`config.mk`:
```
export PLATFORM = sky130hd
export DESIGN_NAME = seg_fetch_unit
export DESIGN_NICKNAME = d
export VERILOG_FILES = /design/src/rtl/segfetch_pkg.sv /design/src/rtl/fetch_step_calc.sv /design/src/rtl/fetch_ptr_regs.sv /design/src/rtl/fetch_addr_reg.sv /design/src/rtl/seg_fetch_unit.sv
export SDC_FILE = /design/constraint.sdc
export NUM_CORES = 1
export LEC_CHECK = 0
export BUFFER_PORTS_ARGS = -buffer_cell sky130_fd_sc_hd__buf_4
export CORE_ASPECT_RATIO = 0.7
export CORE_MARGIN = 3
export CORE_UTILIZATION = 55
export CTS_CLUSTER_SIZE = 25
export DETAILED_ROUTE_END_ITERATION = 12
export GPL_TIMING_DRIVEN = 0
export PLACE_DENSITY_LB_ADDON = 0.15
export SYNTH_ARGS = -nofsm -noshare
export SYNTH_HDL_FRONTEND = slang
export SYNTH_SLANG_ARGS = --single-unit
```
`constraint.sdc`:
```
create_clock -name clk -period 3.9 [get_ports clk]
set_clock_uncertainty 0.2 [all_clocks]
set_input_delay 0.39 -clock clk [delete_from_list [all_inputs] [get_ports clk]]
set_output_delay 0.39 -clock clk [all_outputs]
set_load 0.005 [all_outputs]
```
`src/rtl/segfetch_pkg.sv`:
```
package segfetch_pkg;

    localparam int SEG_W     = 16;
    localparam int OFF_W     = 16;
    localparam int SEG_SHIFT = 4;
    localparam int PA_W      = 20;
    localparam int SUM_W     = ((SEG_W + SEG_SHIFT) > OFF_W ? (SEG_W + SEG_SHIFT) : OFF_W) + 1;

    typedef logic [SEG_W-1:0] seg_t;
    typedef logic [OFF_W-1:0] off_t;
    typedef logic [PA_W-1:0]  pa_t;

    localparam seg_t RESET_SEG = '1;
    localparam off_t RESET_OFF = '0;

    typedef enum logic {
        STEP_BYTE = 1'b0,
        STEP_WORD = 1'b1
    } step_e;

    typedef struct packed {
        seg_t seg;
        off_t off;
    } fptr_t;

    // Physical address: segment shifted left, offset added, carries above PA_W dropped.
    function automatic pa_t phys_addr(input seg_t s, input off_t o);
        logic [SUM_W-1:0] sum;
        sum = (SUM_W'(s) << SEG_SHIFT) + SUM_W'(o);
        return sum[PA_W-1:0];
    endfunction

    function automatic off_t step_amount(input step_e m);
        return (m == STEP_WORD) ? off_t'(2) : off_t'(1);
    endfunction

endpackage

```
`src/rtl/fetch_step_calc.sv`:
```
module fetch_step_calc
    import segfetch_pkg::*;
(
    input  off_t  cur_off,
    input  step_e mode,
    output off_t  nxt_off
);
    // Offset arithmetic is OFF_W wide, so it wraps inside the segment.
    always_comb begin
        nxt_off = cur_off + step_amount(mode);
    end
endmodule

```
`src/rtl/fetch_ptr_regs.sv`:
```
module fetch_ptr_regs
    import segfetch_pkg::*;
(
    input  logic  clk,
    input  logic  rst,
    input  logic  advance,
    input  step_e mode,
    input  logic  load,
    input  fptr_t load_ptr,
    output fptr_t ptr
);
    off_t nxt_off;

    fetch_step_calc u_step (
        .cur_off (ptr.off),
        .mode    (mode),
        .nxt_off (nxt_off)
    );

    // Priority: reset, then load, then advance.
    always_ff @(posedge clk) begin
        if (rst) begin
            ptr.seg <= RESET_SEG;
            ptr.off <= RESET_OFF;
        end else if (load) begin
            ptr <= load_ptr;
        end else if (advance) begin
            ptr.off <= nxt_off;
        end
    end
endmodule

```
`src/rtl/fetch_addr_reg.sv`:
```
module fetch_addr_reg
    import segfetch_pkg::*;
(
    input  logic  clk,
    input  logic  rst,
    input  logic  issue,
    input  fptr_t ptr,
    output pa_t   addr,
    output logic  valid
);
    pa_t addr_next;

    always_comb begin
        addr_next = phys_addr(ptr.seg, ptr.off);
    end

    always_ff @(posedge clk) begin
        if (rst) begin
            addr  <= '0;
            valid <= 1'b0;
        end else begin
            valid <= issue;
            if (issue) begin
                addr <= addr_next;
            end
        end
    end
endmodule

```
`src/rtl/seg_fetch_unit.sv`:
```
module seg_fetch_unit
    import segfetch_pkg::*;
(
    input  logic             clk,
    input  logic             rst,
    input  logic             fetch_req,
    input  logic             word_mode,
    input  logic             load_en,
    input  logic [SEG_W-1:0] load_seg,
    input  logic [OFF_W-1:0] load_off,
    output logic [PA_W-1:0]  fetch_addr,
    output logic [SEG_W-1:0] cur_seg,
    output logic [OFF_W-1:0] cur_off,
    output logic             fetch_valid
);
    fptr_t ptr;
    fptr_t load_ptr;
    logic  issue;
    step_e mode;

    // A load in the same cycle suppresses the fetch.
    assign issue        = fetch_req & ~load_en;
    assign mode         = step_e'(word_mode);
    assign load_ptr.seg = load_seg;
    assign load_ptr.off = load_off;

    fetch_ptr_regs u_ptr (
        .clk      (clk),
        .rst      (rst),
        .advance  (issue),
        .mode     (mode),
        .load     (load_en),
        .load_ptr (load_ptr),
        .ptr      (ptr)
    );

    fetch_addr_reg u_addr (
        .clk   (clk),
        .rst   (rst),
        .issue (issue),
        .ptr   (ptr),
        .addr  (fetch_addr),
        .valid (fetch_valid)
    );

    assign cur_seg = ptr.seg;
    assign cur_off = ptr.off;
endmodule

```
==> key figures, run 1 <==
Power
  – Clock power frac: 28.9%
  – Worst vdd ir: 0.204 mV
  – PwrDens: roughly 360 nW/um2
  – P_leak: roughly 1.6 nW
  – Combinational fraction of design power: 24.3%
  – Flop pwr share: 46.7%
  – Power Total: 0.00132 W
  – Switch Pwr: approximately 0.00038 W
  – Internal power: 0.000940 W
  – Sw Share: a little under 30%

Clocking
  – Clock Path Buffers: 2
  – Post-cts hold buffer count: 0
  – Post CTS Setup Buffer Count: 0
  – Clk pin slew, worst setup/hold paths: ~0.1 ns
  – CTS tree: done
  – Clock sinks: between 50 and 60
  – Clock latency on the worst-skew pair: about 0.31 ns
  – CTS resizes: 0
  – Root buffer cell: clkbuf_8
  – Num CTS Buffers: 5
  – H-tree depth: 2

Setup path
  – R2R setup slack: 1.39 ns
  – Worst Path Arrival: around 2.6 ns
  – Crit Path Class: register to register
  – Worst path slowest cell: a311o_1
  – FF-to-FF Start: u_ptr.ptr[4]
  – Crit Path Max Fanout: 6
  – Worst Path Buf+Inv: 0
  – FF-to-FF path depth: 8
  – Crit path required time: about 4.0 ns
  – Critical Path, Cell by Cell: ha_1, fa_1, a21o_1, nand3_1, a31oi_2, a311o_1, nor4b_2, a211o_1
  – R2R Path End: u_addr.addr[16]
  – CP max stage delay: between 0.4 and 0.5 ns
  – Setup crit end kind: register
  – Critical path's top delay family: compound AO/OA/AOI/OAI gates
  – CP Launch Type: register

Timing
  – Pins over their slew limit: 0
  – Least-Margin Pin Slew: about 0.82 ns
  – Setup Total Neg Slack: 0 ns
  – Final period util: between 60% and 70%
  – Max Clk Rate: around 400 MHz
  – Setup violators final: 0
  – Unrepaired setup endpoints after global routing: no
  – Final Hold Vio Count: 0
  – Final Critical Period: roughly 2.5 ns
  – Slew margin rel.: between 40% and 50%
  – Hold slack: roughly 0.073 ns

Floorplanning
  – Core Region: just under 5000 um2
  – Die area: roughly 6000 um2
  – Starting Density: between 50 and 60%
  – Core Rows: 21
  – Die Y-Extent: approximately 66 um
  – Top Ports: 90
  – Die width: slightly above 90 um

Final layout
  – Final #Nets: 480
  – Antenna Cells: 0
  – Fillcell total: 410
  – Final Util: 75.6%
  – Share of layout cells above drive strength 1: 25.9%
  – Area growth from synthesis to final layout: 30.1%

Global route
  – Initial antenna violation count: 0
  – Grt ovf: 0
  – Total Routing Usage GR: about a quarter
  – Global-route wire length before repair: 12.6 mm
  – Largest net degree at the start of global routing: 18
  – Vias in the first global route: ~2600

Logic synthesis
  – Main synth FF type: dfxtp_1
  – Synth Instances: 333
  – Mean Syn Cell Area: approximately 8.5 um2
  – Syn Nets: 386
  – Number of distinct library cells after synthesis: 53
  – Mapped Area: 2840 um2
  – Seq cells post-synth: 53
  – Post-synth EDFFs: 0
  – Synth warn: 0
  – Asr flop ratio synth: 0%
  – Share of the yosys chip area belonging to registers: between 30% and 40%

Drt
  – Final WL: roughly 7.7 mm
  – ANT nets after route: 0
  – Met1 wire length: ~3.4 mm
  – Pre-antenna DRT Iters: 4
  – # DRC: 0
  – Met3 WL: around 850 um
  – Met2 wire length: around 3.4 mm
  – DR vias: 2723
  – DR WL/cell: 15.6 um
  – Vias per cell: between 5 and 6
  – DR top layer: met4
  – Detailed Route Iter0 Violations: 180

Min path
  – Hold path startpoint: load_seg[11]
  – Worst hold path depth: 2
  – Worst Hold Class: primary input to register
  – Worst Hold Endpoint: u_ptr.ptr[27]

Place
  – I/O Buffers: 87
  – Final HPWL DP: 5.96 mm
  – Final Wtd Congestion: between 0.8 and 0.9

Outcome
  – Status: completed

Run
  – Max_cap viols: 0
## cell type report
type	count	area (um2)	share of cell area (%)
Buffer	22	111	3.01
Clock buffer	5	68.8	1.86
Clock inverter	3	46.3	1.25
Inverter	6	22.5	0.610
Multi-Input combinational cell	252	1650	44.5
Sequential cell	53	1060	28.7
Tap cell	69	86.3	2.34
Timing Repair Buffer	87	653	17.7
## layer usage
layer / GRT usage, % / up-vias
met2: 40.0 / 135
li1: - / 1341
met1: 38.0 / 1240
met5: 0 / -
met3: 4.89 / 7
met4: 7.04 / 0
## metrics by stage
step                      cells  area (um2)  setup WS, ns
after floorplan             333        2840          1.56
after global placement      489        3580          1.32
after detailed placement    489        3580          1.27
after CTS                   497        3690          1.40
after global routing        497        3690          1.25
final                       497        3690          1.39
## power by group through the flow
stage	combinational [W]	sequential [W]	clock, W
2_1_floorplan	0.000188	0.000624	0
3_3_place_gp	0.000309	0.000629	0
3_5_place_dp	0.000319	0.000630	0
4_1_cts	0.000322	0.000618	0.000382
5_1_grt	0.000357	0.000625	0.000412
6_report	0.000322	0.000618	0.000382
## cell usage after synthesis, drive strengths merged, types with 2 or more instances
cell    number  share of area (%)
ha          14                6.2
a31oi        2               0.66
xor2         9                2.8
nor2        31                4.1
and2         2               0.48
nand2       42                5.6
or2          2               0.44
a211o       18                5.6
nor4         2               0.44
o21a         5                1.3
mux2i        7                2.5
xnor2       12                3.7
nor3b        2               0.53
nand4        2               0.44
o211ai       3               0.79
o21ai        8                1.4
inv          6               0.79
fa           2                1.4
nor2b       20                4.4
clkbuf       9                1.2
nor3         3               0.53
a211oi       3               0.97
nand3       12                2.1
and4         2               0.62
buf         13                2.7
a21oi       26                4.7
nand2b       3               0.66
nand3b       2               0.53
and3         6                1.4
dfxtp       53                 37
## worst max-delay path by stage
stage / start / to / slack (ns) / cells past startpoint
finish: u_ptr.ptr[4] / u_addr.addr[16] / 1.39 / 8
global route: u_ptr.ptr[4] / u_addr.addr[16] / 1.25 / 8
CTS: u_ptr.ptr[4] / u_addr.addr[16] / 1.40 / 8
detailed placement: word_mode / u_ptr.ptr[8] / 1.27 / 12
global placement: word_mode / u_ptr.ptr[8] / 1.32 / 12
floorplan: u_ptr.ptr[4] / u_addr.addr[16] / 1.56 / 8
## registers in the layout (all words and copies together) (netlist names)
signal and count:
u_ptr.ptr 32, u_addr.valid 1, u_addr.addr 20
## cells by family (layout without fill, tap and decap cells)
kind of cell,Yosys count,in the layout,synth area share (%)
AOI/OAI and AO/OA,75,75,18.4
adders and majority gates,16,16,7.58
and+or+nand+nor,133,133,23.0
buffers and inverters,28,123,4.71
xor gates and xnor gates,21,21,6.48
DFF,53,53,37.4
muxes,7,7,2.47
## cells in the final DEF (no fill, tap or decap), types with 2 or more instances in the layout
cell type  synthesis  layout
buf_4              5      92
xnor2_1           12      12
nand4_1            2       2
a21oi_1           25      25
nor3b_1            2       2
a211oi_1           2       2
mux2i_1            7       7
nor2_1            31      31
clkbuf_1           8       8
ha_1              14      14
xor2_1             9       9
buf_1              6       6
o21ai_0            7       7
dfxtp_1           53      53
fa_1               2       2
o211ai_1           3       3
inv_1              6       6
and3_1             5       5
o21a_1             5       5
nor2b_1           20      20
nand3_1           12      12
clkbuf_8           0       5
nand3b_1           2       2
nor4_1             2       2
nand2b_1           3       3
nand2_1           42      42
a211o_1           18      18
and4_1             2       2
nor3_1             3       3
Power figures use the tool's default switching activity.
==> run 2: changes to the inputs <==
--- a/config.mk
+++ b/config.mk
@@ -8,7 +8,7 @@
 export BUFFER_PORTS_ARGS = -buffer_cell sky130_fd_sc_hd__buf_4
 export CORE_ASPECT_RATIO = 0.7
 export CORE_MARGIN = 3
-export CORE_UTILIZATION = 55
+export CORE_UTILIZATION = 46
 export CTS_CLUSTER_SIZE = 25
 export DETAILED_ROUTE_END_ITERATION = 12
 export GPL_TIMING_DRIVEN = 0
==> constraint.sdc (replaced) <==
create_clock -name clk -period 2.16 [get_ports clk]
set_clock_uncertainty 0.2 [all_clocks]
set_input_delay 0.216 -clock clk [delete_from_list [all_inputs] [get_ports clk]]
set_output_delay 0.216 -clock clk [all_outputs]
set_load 0.005 [all_outputs]
==> run 2 against run 1 <==
Compared with the run above:
- the run now ends with setup timing left
- clock power up 88%
- non-clock buffer count up 34
- clock-buffer cell count up 1
- first-iteration DRC count down 28%
- cell area up 15%
- critical path depth unchanged
==> key figures, run 2 (same netlist as run 1, synthesis figures left out) <==
Final layout
  – Most frequent cells in the layout: buf_4, dfxtp_1, nand2_1, nor2_1, dlygate4sd3_1
  – Final #Nets: 514 (+7.1%)
  – Fin area: 4250 um2 (+15%)
  – Largest registers: u_ptr.ptr: 32 flops, u_addr.addr: 20 flops, u_addr.valid: 1 flops
  – Biggest register: u_ptr.ptr
  – Share of layout cells above drive strength 1: 34.2% (+8.3 points)
  – Antenna Cells: 0 (unchanged)
  – Commonest non-fill, non-tap cell in the layout: buf_4
  – Area growth from synthesis to final layout: 49.5%
  – Max reg flops: 32 (unchanged)

Setup path
  – FF-to-FF Start: u_ptr.ptr[4]
  – CP Launch Type: register
  – Worst Path Arrival: 2.37 ns (-0.21 ns)
  – R2R setup slack: -0.15 ns (-1.54 ns)
  – Crit path required time: 2.22 ns (-1.75 ns)
  – Crit Path Class: register to register
  – CP startpoint: u_ptr.ptr[4]
  – Crit Path Max Fanout: 4 (-2)
  – Setup crit end kind: register

Drt
  – ANT nets after route: 0 (unchanged)
  – Vias per cell: 5.32 (-2.8%)
  – Pre-antenna DRT Iters: 4 (unchanged)
  – # DRC: 0 (unchanged)
  – Detailed Route Iter0 Violations: 129 (-28%)
  – DR WL/cell: 16.3 um (+4.6%)
  – Final WL: 8.75 mm (+13%)
  – DR vias: 2859 (+5.0%)

Clocking
  – Clock Path Buffers: 2 (unchanged)
  – H-tree depth: 2 (unchanged)
  – Root buffer cell: clkbuf_8
  – Clock latency on the worst-skew pair: 0.31 ns (about the same)
  – Clock sinks: 53 (unchanged)
  – Num CTS Buffers: 5 (unchanged)
  – Clk pin slew, worst setup/hold paths: 0.10 ns (about the same)
  – CTS tree: done

Timing
  – Setup violators final: 10 (+10)
  – Post-route setup slack: -0.147 ns (-1.54 ns)
  – Pins over their slew limit: 0 (unchanged)
  – Final Hold Vio Count: 0 (unchanged)
  – Least-Margin Pin Slew: 0.623 ns (-0.196 ns)
  – Max Clk Rate: 433 MHz (+8.8%)
  – Final Critical Period: 2.31 ns (-0.202 ns)
  – Setup Total Neg Slack: -0.789 ns (-0.789 ns)
  – Unrepaired setup endpoints after global routing: yes
  – Slew margin rel.: 58.4% (+13 points)
  – Final period util: 107% (+42 points)

Min path
  – Hold path startpoint: load_off[7]
  – Worst Hold Class: primary input to register

Global route
  – Grt ovf: 0 (unchanged)
  – Global-route wire length before repair: 13.7 mm (+8.7%)
  – Vias in the first global route: 2701 (+5.8%)
  – Largest net degree at the start of global routing: 17 (-1)
  – Total Routing Usage GR: 24.2% (-2.1 points)
  – Initial antenna violation count: 0 (unchanged)

Floorplanning
  – Core Rows: 23 (+9.5%)
  – Die width: 99.9 um (+8.7%)
  – Top Ports: 90 (unchanged)
  – Die Y-Extent: 71.7 um (+8.5%)
  – Core Region: 5840 um2 (+20%)
  – Starting Density: 48.6% (-9.5 points)
  – Die area: 7170 um2 (+18%)

Power
  – PwrDens: 600 nW/um2 (+68%)
  – Power Total: 0.00255 W (+93%)
  – Worst vdd ir: 0.331 mV (+62%)
  – P_leak: 1.85 nW (+13%)

Place
  – I/O Buffers: 87 (unchanged)
  – Placement Cell Area: 3600 um2 (+0.63%)
  – Final Wtd Congestion: 0.829 (-1.4%)
  – Final HPWL DP: 6.15 mm (+3.1%)
  – DP Worst Slack: -0.294 ns (-1.56 ns)

Run
  – Max_cap viols: 0 (unchanged)

Outcome
  – Status: finished, violations left
  – Violated checks: setup timing
==> run 2: layer usage <==
layer / up-vias / share of wire (%) / global-route usage, %
li1: 1413 / - / -
met1: 1344 / 46 / 33.7
met2: 96 / 45 / 38.0
met3: 6 / 8.5 / 6.23
met4: 0 / 0.72 / 5.15
met5: - / 0 / 0
==> run 2: area by class of cell <==
class	count	area, um2
plain buffers	22	118
clock buffers	6	82.6
clock inverters	2	37.5
fillers	465	1600
inverters	6	22.5
multi-input cells	252	1830
flip-flops and latches	53	1080
well taps	75	93.8
repair buffers	121	980
==> run 2: stage by stage <==
step / util, % / instances / hold slack, ns
4_1_cts: 70.3 / 534 / 0.0159
2_1_floorplan: - / 333 / 0.134
5_1_grt: 72.7 / 537 / 0.0294
6_report: 72.7 / 537 / 0.0184
3_3_place_gp: 61.7 / 495 / 0.222
3_5_place_dp: 61.7 / 495 / 0.226
==> run 2: timing repair <==
action	in CTS	in global routing
hold endpoints to repair	27	0
buffers inserted	4	3
pin swaps	9	12
resized for setup	22	26
setup endpoints to repair	12	14
hold buffers	27	0
==> run 2: worst max-delay path, cell delays in order, from the launching register on <==
cell	delay (ns)
dfxtp_4	0.37
ha_4	0.16
fa_2	0.34
a21o_1	0.21
nand3_2	0.09
a31oi_4	0.10
a311o_1	0.41
nor4b_2	0.25
a211o_1	0.12
==> run 2: path summary, 6_finish.rpt <==
path | to | cells past startpoint
setup / recovery | u_addr.addr[16] | 8
hold / removal | u_ptr.ptr[7] | 4
setup reg to reg | u_addr.addr[16] | 8
hold reg to reg | u_addr.addr[14] | 2
==> run 2: power breakdown <==
| group | total [W] | switching, W | internal (W) | leakage, nW |
|---|---|---|---|---|
| clock network | 0.000718 | 0.000341 | 0.000377 | 0.0574 |
| logic | 0.000708 | 0.000325 | 0.000383 | 1.35 |
| registers | 0.00112 | 0.0000732 | 0.00105 | 0.441 |
==> run 3: changes to the inputs <==
--- a/config.mk
+++ b/config.mk
@@ -8,7 +8,7 @@
 export BUFFER_PORTS_ARGS = -buffer_cell sky130_fd_sc_hd__buf_4
 export CORE_ASPECT_RATIO = 0.7
 export CORE_MARGIN = 3
-export CORE_UTILIZATION = 46
+export CORE_UTILIZATION = 55
 export CTS_CLUSTER_SIZE = 25
 export DETAILED_ROUTE_END_ITERATION = 12
 export GPL_TIMING_DRIVEN = 0
==> constraint.sdc (replaced) <==
create_clock -name clk -period 2.96 [get_ports clk]
set_clock_uncertainty 0.2 [all_clocks]
set_input_delay 0.296 -clock clk [delete_from_list [all_inputs] [get_ports clk]]
set_output_delay 0.296 -clock clk [all_outputs]
set_load 0.005 [all_outputs]
==> run 3 against run 2 <==
Compared with the run above:
- the flow now finishes without violations
- sequential cell count unchanged
- register-to-register slack improved by 0.59 ns
- sequential power decreased by 27%
- critical path depth did not move
- largest power group unchanged
- non-clock buffer count down 19
==> key figures, run 3 (same netlist as run 1, synthesis figures left out) <==
Setup path
  – Crit path required time: 3.03 ns (+0.81 ns)
  – Setup crit end kind: register
  – Worst Path Arrival: 2.59 ns (+0.22 ns)
  – Crit Path Class: register to register
  – FF-to-FF path depth: 8 (unchanged)
  – R2R Path End: u_addr.addr[16]
  – CP Launch Type: register
  – FF-to-FF Start: u_ptr.ptr[4]
  – CP startpoint: u_ptr.ptr[4]
  – R2R setup slack: 0.44 ns (+0.59 ns)
  – Critical Path End: u_addr.addr[16]
  – Crit Path Max Fanout: 6 (+2)

Timing
  – Slew margin rel.: 48.2% (-10 points)
  – Least-Margin Pin Slew: 0.772 ns (+0.148 ns)
  – Unrepaired setup endpoints after global routing: no
  – Setup Total Neg Slack: 0 ns (+0.789 ns)
  – Pins over their slew limit: 0 (unchanged)
  – Hold slack: 0.00530 ns (-0.0131 ns)
  – Final Hold Vio Count: 0 (unchanged)
  – Setup violators final: 0 (-10)
  – Max Clk Rate: 397 MHz (-8.4%)
  – Final Critical Period: 2.52 ns (+0.212 ns)
  – Final period util: 85.1% (-22 points)

Place
  – Final Wtd Congestion: 0.841 (+1.4%)
  – Final HPWL DP: 5.96 mm (-3.0%)
  – I/O Buffers: 87 (unchanged)
  – Placement Cell Area: 3580 um2 (-0.63%)

Power
  – P_leak: 1.70 nW (-8.1%)
  – Switch Pwr: 0.000515 W (-30%)
  – Clock power frac: 28.8% (+0.6 points)
  – Sw Share: 29.2% (+0.16 points)
  – Internal power: 0.00125 W (-31%)
  – Worst vdd ir: 0.274 mV (-17%)
  – PwrDens: 459 nW/um2 (-23%)
  – Combinational fraction of design power: 25.0% (-2.8 points)
  – Flop pwr share: 46.2% (+2.2 points)

Clocking
  – CTS resizes: 0 (-100%)
  – Num CTS Buffers: 5 (unchanged)
  – Clock Path Buffers: 2 (unchanged)
  – Clock sinks: 53 (unchanged)
  – CTS tree: done
  – H-tree depth: 2 (unchanged)
  – Clock latency on the worst-skew pair: 0.32 ns (about the same)
  – Clk pin slew, worst setup/hold paths: 0.10 ns (about the same)
  – Post CTS Setup Buffer Count: 0 (-4)
  – Post-cts hold buffer count: 14 (-48%)
  – Root buffer cell: clkbuf_8

Global route
  – Total Routing Usage GR: 27.3% (+3.1 points)
  – Global-route wire length before repair: 13.0 mm (-4.7%)
  – Initial antenna violation count: 0 (unchanged)
  – Largest net degree at the start of global routing: 18 (+1)
  – Grt ovf: 0 (unchanged)
  – Vias in the first global route: 2619 (-3.0%)

Min path
  – Worst hold path depth: 2 (-2)
  – Hold path startpoint: load_seg[1]
  – Worst Hold Class: primary input to register

Drt
  – ANT nets after route: 0 (unchanged)
  – # DRC: 0 (unchanged)
  – Vias per cell: 5.55 (+4.2%)
  – Detailed Route Iter0 Violations: 172 (+33%)
  – DR vias: 2840 (-0.66%)
  – Pre-antenna DRT Iters: 5 (+1)
  – Final WL: 8.05 mm (-8.0%)
  – DR WL/cell: 15.7 um (-3.5%)

Floorplanning
  – Core Region: 4890 um2 (-16%)
  – Die width: 91.9 um (-8.0%)
  – Top Ports: 90 (unchanged)
  – Die Y-Extent: 66.1 um (-7.8%)
  – Starting Density: 58.1% (+9.5 points)
  – Core Rows: 21 (-8.7%)
  – Die area: 6080 um2 (-15%)

Final layout
  – Area growth from synthesis to final layout: 35.4%
  – Biggest register: u_ptr.ptr
  – Largest registers: u_ptr.ptr: 32 flops, u_addr.addr: 20 flops, u_addr.valid: 1 flops
  – Most frequent cells in the layout: buf_4, dfxtp_1, nand2_1, nor2_1, a21oi_1
  – Share of layout cells above drive strength 1: 25.1% (-9.1 points)
  – Fin area: 3840 um2 (-9.5%)
  – Antenna Cells: 0 (unchanged)
  – Max reg flops: 32 (unchanged)
  – Commonest non-fill, non-tap cell in the layout: buf_4
  – Final #Nets: 495 (-3.7%)
  – Fillcell total: 378 (-19%)

Outcome
  – Status: completed

Run
  – Max_cap viols: 0 (unchanged)
[run 3: cell count changes in the layout (fill, tap and decap cells not counted), moves of 3 or more]
cell	before	now
dlygate4sd3_1	27	15
dfxtp_1	42	53
dfxtp_2	9	0
ha_1	6	14
buf_4	98	92
ha_4	6	0
nand2_1	39	42
xnor2_1	9	12
xnor2_2	3	0
[run 3: final cells by class]
cell class              count  area (um2)  area share (%)
clock buffers               5        68.8            1.79
flip-flops and latches     53        1060            27.6
repair buffers            102         803            20.9
well taps                  69        86.3            2.25
multi-input cells         252        1650            42.8
inverters                   6        22.5           0.586
plain buffers              22         111            2.90
clock inverters             3        46.3            1.20
[run 3: power by group through the flow]
stage / clock [W] / combinational, W / sequential [W]
6_report: 0.000508 / 0.000442 / 0.000816
5_1_grt: 0.000543 / 0.000489 / 0.000823
4_1_cts: 0.000504 / 0.000438 / 0.000814
3_5_place_dp: 0 / 0.000420 / 0.000830
3_3_place_gp: 0 / 0.000408 / 0.000828
2_1_floorplan: 0 / 0.000247 / 0.000822
[run 3: through the flow]
step	setup slack, ns	utilization, %	power [W]	instances
3_3_place_gp	0.474	73.2	0.00124	489
4_1_cts	0.457	78.5	0.00176	511
2_1_floorplan	0.619	-	0.00107	333
3_5_place_dp	0.421	73.2	0.00125	489
6_report	0.440	78.7	0.00177	512
5_1_grt	0.313	78.7	0.00186	512
[run 3: how the worst min path moves through the flow]
stage / to / slack [ns]
after floorplan: u_ptr.ptr[31] / 0.21
after global placement: u_addr.addr[0] / 0.24
after detailed placement: u_addr.addr[12] / 0.25
after CTS: u_ptr.ptr[29] / 0.005
after global routing: u_ptr.ptr[17] / 0.004
final: u_ptr.ptr[17] / 0.005
[run 3: worst max-delay path, cell delays in order, from the launching register on]
cell     delay [ns]
dfxtp_1        0.37
ha_1           0.22
fa_1           0.40
a21o_1         0.21
nand3_1        0.12
a31oi_2        0.15
a311o_1        0.46
nor4b_2        0.24
a211o_1        0.12
[run 3: metal layers]
layer / share of wire, % / routed length (um) / global-route usage [%] / vias up
met4: 0.81 / 65 / 6.67 / 0
li1: - / - / - / 1376
met2: 45 / 3620 / 42.7 / 131
met5: 0 / 0 / 0 / -
met1: 45 / 3600 / 38.8 / 1324
met3: 9.5 / 764 / 5.12 / 9
